<file path="src/rtl/i2c_seq_pkg.sv">
package i2c_seq_pkg;
  localparam int BYTE_W  = 8;
  localparam int CMD_W   = 11;
  localparam int TAR_W   = 13;
  localparam int TEN_BIT = 12;
  localparam int SRC_W   = 2;
  localparam logic [4:0] HDR10 = 5'b11110;

  typedef enum logic [1:0] {
    OP_START = 2'd0,
    OP_STOP  = 2'd1,
    OP_WR    = 2'd2,
    OP_RD    = 2'd3
  } op_e;

  typedef struct packed {
    logic              restart;
    logic              stop;
    logic              read;
    logic [BYTE_W-1:0] data;
  } cmd_t;

  typedef enum logic [3:0] {
    S_IDLE, S_START, S_ADDR_HI, S_ADDR_LO, S_RSTART,
    S_ADDR_HR, S_DATA, S_HOLD, S_STOP
  } state_e;

  typedef enum logic [1:0] {PH_HI, PH_LO, PH_HR} aph_e;
endpackage

</file>
<file path="src/rtl/i2c_seq_addr.sv">
module i2c_seq_addr
  import i2c_seq_pkg::*;
(
  input  logic [TAR_W-1:0]  tar_i,
  input  logic              dir_i,
  input  aph_e              phase_i,
  output logic [BYTE_W-1:0] byte_o
);
  always_comb begin
    unique case (phase_i)
      PH_HI:   byte_o = tar_i[TEN_BIT] ? {HDR10, tar_i[9:8], 1'b0} : {tar_i[6:0], dir_i};
      PH_LO:   byte_o = tar_i[7:0];
      default: byte_o = {HDR10, tar_i[9:8], 1'b1};
    endcase
  end
endmodule

</file>
<file path="src/rtl/i2c_seq_status.sv">
module i2c_seq_status
  import i2c_seq_pkg::*;
(
  input  logic             clk_i,
  input  logic             rst_ni,
  input  logic             xfer_start_i,
  input  logic             abort_i,
  input  logic             abort_data_i,
  output logic [SRC_W-1:0] abort_src_o
);
  always_ff @(posedge clk_i or negedge rst_ni) begin
    if (!rst_ni)           abort_src_o <= '0;
    else if (xfer_start_i) abort_src_o <= '0;
    else if (abort_i)      abort_src_o <= abort_data_i ? 2'b10 : 2'b01;
  end
endmodule

</file>
<file path="src/rtl/i2c_seq_ctrl.sv">
module i2c_seq_ctrl
  import i2c_seq_pkg::*;
(
  input  logic              clk_i,
  input  logic              rst_ni,
  input  logic              enable_i,
  input  logic [TAR_W-1:0]  tar_i,
  input  logic              cmd_valid_i,
  input  logic [CMD_W-1:0]  cmd_i,
  input  logic              eng_done_i,
  input  logic              eng_nack_i,
  input  logic [BYTE_W-1:0] addr_byte_i,
  output logic              cmd_ready_o,
  output logic              rx_valid_o,
  output logic              eng_req_o,
  output logic [1:0]        eng_op_o,
  output logic [BYTE_W-1:0] eng_wdata_o,
  output logic              eng_ack_o,
  output logic              activity_o,
  output logic              hold_o,
  output logic              start_det_o,
  output logic              stop_det_o,
  output logic              abort_o,
  output logic              abort_data_o,
  output logic              xfer_start_o,
  output logic [TAR_W-1:0]  tar_q_o,
  output logic              dir_o,
  output aph_e              phase_o
);
  state_e           state_q;
  cmd_t             cur_q, new_cmd;
  logic             dir_q;
  logic [TAR_W-1:0] tar_q;
  logic             done, addr_st, take_cmd;

  assign new_cmd   = cmd_t'(cmd_i);
  assign eng_req_o = !(state_q inside {S_IDLE, S_HOLD});
  assign done      = eng_req_o && eng_done_i;
  assign addr_st   = state_q inside {S_ADDR_HI, S_ADDR_LO, S_ADDR_HR};

  assign xfer_start_o = (state_q == S_IDLE) && enable_i && cmd_valid_i;
  assign take_cmd     = xfer_start_o || ((state_q == S_HOLD) && cmd_valid_i);
  assign cmd_ready_o  = take_cmd;

  assign abort_o      = done && eng_nack_i && (addr_st || ((state_q == S_DATA) && !cur_q.read));
  assign abort_data_o = (state_q == S_DATA);
  assign start_det_o  = done && (state_q inside {S_START, S_RSTART});
  assign stop_det_o   = done && (state_q == S_STOP);
  assign rx_valid_o   = done && (state_q == S_DATA) && cur_q.read;
  assign activity_o   = (state_q != S_IDLE);
  assign hold_o       = (state_q == S_HOLD);
  assign tar_q_o      = tar_q;
  assign dir_o        = dir_q;

  always_comb begin
    eng_op_o    = OP_WR;
    eng_wdata_o = '0;
    eng_ack_o   = 1'b0;
    phase_o     = PH_HI;
    unique case (state_q)
      S_START, S_RSTART: eng_op_o = OP_START;
      S_STOP:            eng_op_o = OP_STOP;
      S_ADDR_HI:         eng_wdata_o = addr_byte_i;
      S_ADDR_LO: begin phase_o = PH_LO; eng_wdata_o = addr_byte_i; end
      S_ADDR_HR: begin phase_o = PH_HR; eng_wdata_o = addr_byte_i; end
      S_DATA: begin
        eng_op_o    = cur_q.read ? OP_RD : OP_WR;
        eng_wdata_o = cur_q.read ? '0 : cur_q.data;
        eng_ack_o   = cur_q.read && cur_q.stop;  // NACK closes a read
      end
      default: ;
    endcase
  end

  always_ff @(posedge clk_i or negedge rst_ni) begin
    if (!rst_ni) begin
      state_q <= S_IDLE;
      cur_q   <= '0;
      dir_q   <= 1'b0;
      tar_q   <= '0;
    end else begin
      if (take_cmd)     cur_q <= new_cmd;
      if (xfer_start_o) tar_q <= tar_i;
      unique case (state_q)
        S_IDLE: if (xfer_start_o) begin
          dir_q   <= new_cmd.read;
          state_q <= S_START;
        end
        S_START:   if (done) state_q <= S_ADDR_HI;
        S_ADDR_HI: if (done) state_q <= abort_o ? S_STOP : (tar_q[TEN_BIT] ? S_ADDR_LO : S_DATA);
        S_ADDR_LO: if (done) state_q <= abort_o ? S_STOP : (dir_q ? S_RSTART : S_DATA);
        S_RSTART:  if (done) state_q <= S_ADDR_HR;
        S_ADDR_HR: if (done) state_q <= abort_o ? S_STOP : S_DATA;
        S_DATA:    if (done) state_q <= (abort_o || cur_q.stop) ? S_STOP : S_HOLD;
        S_HOLD: if (cmd_valid_i) begin
          if (new_cmd.restart || (new_cmd.read != dir_q)) begin
            dir_q   <= new_cmd.read;
            state_q <= S_START;
          end else begin
            state_q <= S_DATA;
          end
        end
        S_STOP:    if (done) state_q <= S_IDLE;
        default:   state_q <= S_IDLE;
      endcase
    end
  end
endmodule

</file>
<file path="src/rtl/i2c_cmd_seq.sv">
module i2c_cmd_seq
  import i2c_seq_pkg::*;
(
  input  logic              clk_i,
  input  logic              rst_ni,
  input  logic              enable_i,
  input  logic [TAR_W-1:0]  tar_i,
  input  logic              cmd_valid_i,
  input  logic [CMD_W-1:0]  cmd_i,
  output logic              cmd_ready_o,
  output logic              rx_valid_o,
  output logic [BYTE_W-1:0] rx_data_o,
  output logic              flush_o,
  output logic              eng_req_o,
  output logic [1:0]        eng_op_o,
  output logic [BYTE_W-1:0] eng_wdata_o,
  output logic              eng_ack_o,
  input  logic              eng_done_i,
  input  logic              eng_nack_i,
  input  logic [BYTE_W-1:0] eng_rdata_i,
  output logic              activity_o,
  output logic              hold_o,
  output logic              start_det_o,
  output logic              stop_det_o,
  output logic              abort_o,
  output logic [SRC_W-1:0]  abort_src_o
);
  logic [BYTE_W-1:0] addr_byte;
  logic [TAR_W-1:0]  tar_q;
  logic              dir, abort_data, xfer_start;
  aph_e              phase;

  i2c_seq_ctrl u_ctrl (
    .clk_i, .rst_ni, .enable_i, .tar_i, .cmd_valid_i, .cmd_i,
    .eng_done_i, .eng_nack_i,
    .addr_byte_i  (addr_byte),
    .cmd_ready_o, .rx_valid_o, .eng_req_o, .eng_op_o, .eng_wdata_o, .eng_ack_o,
    .activity_o, .hold_o, .start_det_o, .stop_det_o, .abort_o,
    .abort_data_o (abort_data),
    .xfer_start_o (xfer_start),
    .tar_q_o      (tar_q),
    .dir_o        (dir),
    .phase_o      (phase)
  );

  i2c_seq_addr u_addr (
    .tar_i   (tar_q),
    .dir_i   (dir),
    .phase_i (phase),
    .byte_o  (addr_byte)
  );

  i2c_seq_status u_status (
    .clk_i, .rst_ni,
    .xfer_start_i (xfer_start),
    .abort_i      (abort_o),
    .abort_data_i (abort_data),
    .abort_src_o
  );

  assign rx_data_o = eng_rdata_i;
  assign flush_o   = abort_o;
endmodule

</file>
<file path="config.mk">
export PLATFORM = sky130hd
export DESIGN_NAME = i2c_cmd_seq
export DESIGN_NICKNAME = d
export VERILOG_FILES = /design/src/rtl/i2c_seq_pkg.sv /design/src/rtl/i2c_seq_addr.sv /design/src/rtl/i2c_seq_status.sv /design/src/rtl/i2c_seq_ctrl.sv /design/src/rtl/i2c_cmd_seq.sv
export SDC_FILE = /design/constraint.sdc
export NUM_CORES = 1
export LEC_CHECK = 0
export BUFFER_PORTS_ARGS = -buffer_cell sky130_fd_sc_hd__buf_4
export CORE_ASPECT_RATIO = 0.8
export CORE_MARGIN = 2
export CORE_UTILIZATION = 50
export DETAILED_ROUTE_END_ITERATION = 8
export PLACE_DENSITY = 0.8
export SYNTH_ARGS = -nofsm -noshare
export SYNTH_HDL_FRONTEND = slang
export SYNTH_HIERARCHICAL = 1
export SYNTH_SLANG_ARGS = --single-unit
</file>
<file path="constraint.sdc">
create_clock -name clk_i -period 3.1 [get_ports clk_i]
set_input_delay 0.465 -clock clk_i [delete_from_list [all_inputs] [get_ports clk_i]]
set_output_delay 0.465 -clock clk_i [all_outputs]
set_load 0.02 [all_outputs]
</file>
==> out/results.txt <==
GRT Residual Overflow -> 0
Final period util -> 91.4%
Final nets -> 260
Dpl ws -> 619 ps
Total Power -> 2.43 mW
Number of global-route vias before repair -> 1364
Post-route insts no fill -> 263
Final Critical Period -> 2830 ps
Cell breakdown of the critical path -> and2_1, nor3b_1, or2b_2, o221a_2, a22o_1, buf_4
Critical path's slowest cell -> nor3b_1
Post-DP Area -> 2170 µm²
Total core area -> 3490 µm²
Die X -> 72.2 µm
Register area -> 701 µm²
DR iter-0 viols -> 213
Final Skew -> 3.80 ps
Ant. Diodes -> 0
Die area -> 4230 µm²
RSZ-0062 raised after global routing -> no
H-tree depth -> 1
Starting Density -> 53.3%
Worst-skew pair later-pin latency -> 270 ps
Routed vias -> 1553
Multi-input gate area -> 992 µm²
Data required, critical path -> 2630 ps
Synthesized area -> 1860 µm²
TritonCTS clock tree -> yes
CTS Buffer Depth -> 2
Worst-path clk slew -> 90 ps
Syn Inst Count -> 185
Post_cts resized -> 0
Post-CTS Hold Buffers -> 0
Hold crit path type -> in2async
WL/cell -> 16.1 µm
Avg Cell Area, Syn -> 10.1 µm²
GRT Util Overall -> 20.7%
Antenna viol nets, final -> 0
IO Pins -> 68
Max Slew Vio Count -> 0
Syn_nets -> 223
Clock root cell -> clkbuf_8
Total wire length -> 4220 µm
Critical Path Max Stage Delay -> 520 ps
Worst setup margin -> 267 ps
Final setup vio count -> 0
Largest net degree at the start of global routing -> 29
Power Density -> 1080 nW/µm²
CP delay by family, top -> simple AND/OR/NAND/NOR gates
Commonest non-fill, non-tap cell in the layout -> buf_4
FILL cells -> 292
Synth-to-layout area growth -> 20.5%
TritonRoute pass-1 iters -> 4
Fmax -> 353 MHz
Post-placement cell count -> 259
Rel. slew slack -> 53.5%
Critical-path maximum fanout -> 6
LEAKAGE -> 1.01 nW
Residual DRC -> 0
Vias per cell -> 5.90
Synthesis warning total -> 6
Worst EP arrival -> 2370 ps
CP bufs+invs -> 1
Outcome -> finished clean
Detail Placement HPWL -> 3090 µm
Row cnt -> 19
Share of layout cells above drive strength 1 -> 38.5%
Final setup TNS -> 0 ps
Clock sink count -> 28
Number of buffers created by CTS -> 3
Crit path kind -> reg2out
Port Buffers -> 49
Initial antenna violation count -> 0
Startpoint types -> register
Setup crit end kind -> output pin
Design area -> 2240 µm²
Number of max-cap violations -> 0
Fin. Hold Viols -> 0
Chip Height -> 58.6 µm
First-pass GRT wire length -> 6740 µm
Most frequent cells in the layout -> buf_4 (55), dfrtp_1 (28), mux2_2 (13)
Final weighted congestion in routability-driven placement -> 0.881
Worst Tran Pin Value -> 698 ps
Peak supply drop -> 0.612 mV
Post-CTS setup buffers -> 0
## path summary, 6_finish.rpt
kind | from | endpoint | slack (ps) | cells after the start
min reg2reg | u_ctrl/cur_q[3] | u_ctrl/cur_q[3] | 510 | 1
min in group clk_i | cmd_i[3] | u_ctrl/cur_q[3] | 410 | 2
max | u_ctrl/state_q[1] | eng_wdata_o[1] | 270 | 6
max in group asynchronous | rst_ni | u_ctrl/tar_q_o[3] | 2750 | 1
min | rst_ni | u_ctrl/state_q[2] | 100 | 1
max reg2reg | u_ctrl/state_q[2] | u_ctrl/cur_q[7] | 990 | 5
## metrics by stage
stage               hold slack [ps]  util [%]
floorplan                       169         -
global placement                401      62.2
detailed placement              397      62.2
CTS                            98.6      64.2
global route                    105      64.2
finish                         96.5      64.2
## state kept, by name (all words and copies together) (netlist names)
signal and count:
u_ctrl/cur_q 10, u_ctrl/dir_o 1, u_ctrl/state_q 4, u_ctrl/tar_q_o 11
u_status/abort_src_o 2
## worst register-to-register path, stage by stage, from the launching register on
cell	delay [ps]
dfrtp_1	450
buf_4	230
or4_4	560
o21ai_1	140
and2_4	270
mux2_1	360
## area by class of cell
type,count,share of cell area [%]
Tap cell,42,2.34
Clock inverter,1,1.34
Clock buffer,3,1.84
Inverter,4,0.669
Sequential cell,28,31.2
Timing Repair Buffer,55,18.4
Multi-Input combinational cell,130,44.2
## power by group
| group | leakage [nW] | switching, mW | internal, mW |
|---|---|---|---|
| logic | 0.632 | 0.734 | 0.712 |
| clock network | 0.0357 | 0.106 | 0.173 |
| registers | 0.341 | 0.157 | 0.544 |
## metal layers
| layer | vias up | global-route usage (%) | wire length, µm |
|---|---|---|---|
| met5 | - | 0 | 0 |
| met4 | 0 | 5.39 | 54 |
| met3 | 13 | 4.45 | 335 |
| met2 | 62 | 30.0 | 1840 |
| met1 | 730 | 31.4 | 1990 |
| li1 | 748 | - | - |
No activity file was read; power rests on OpenSTA's default activity.
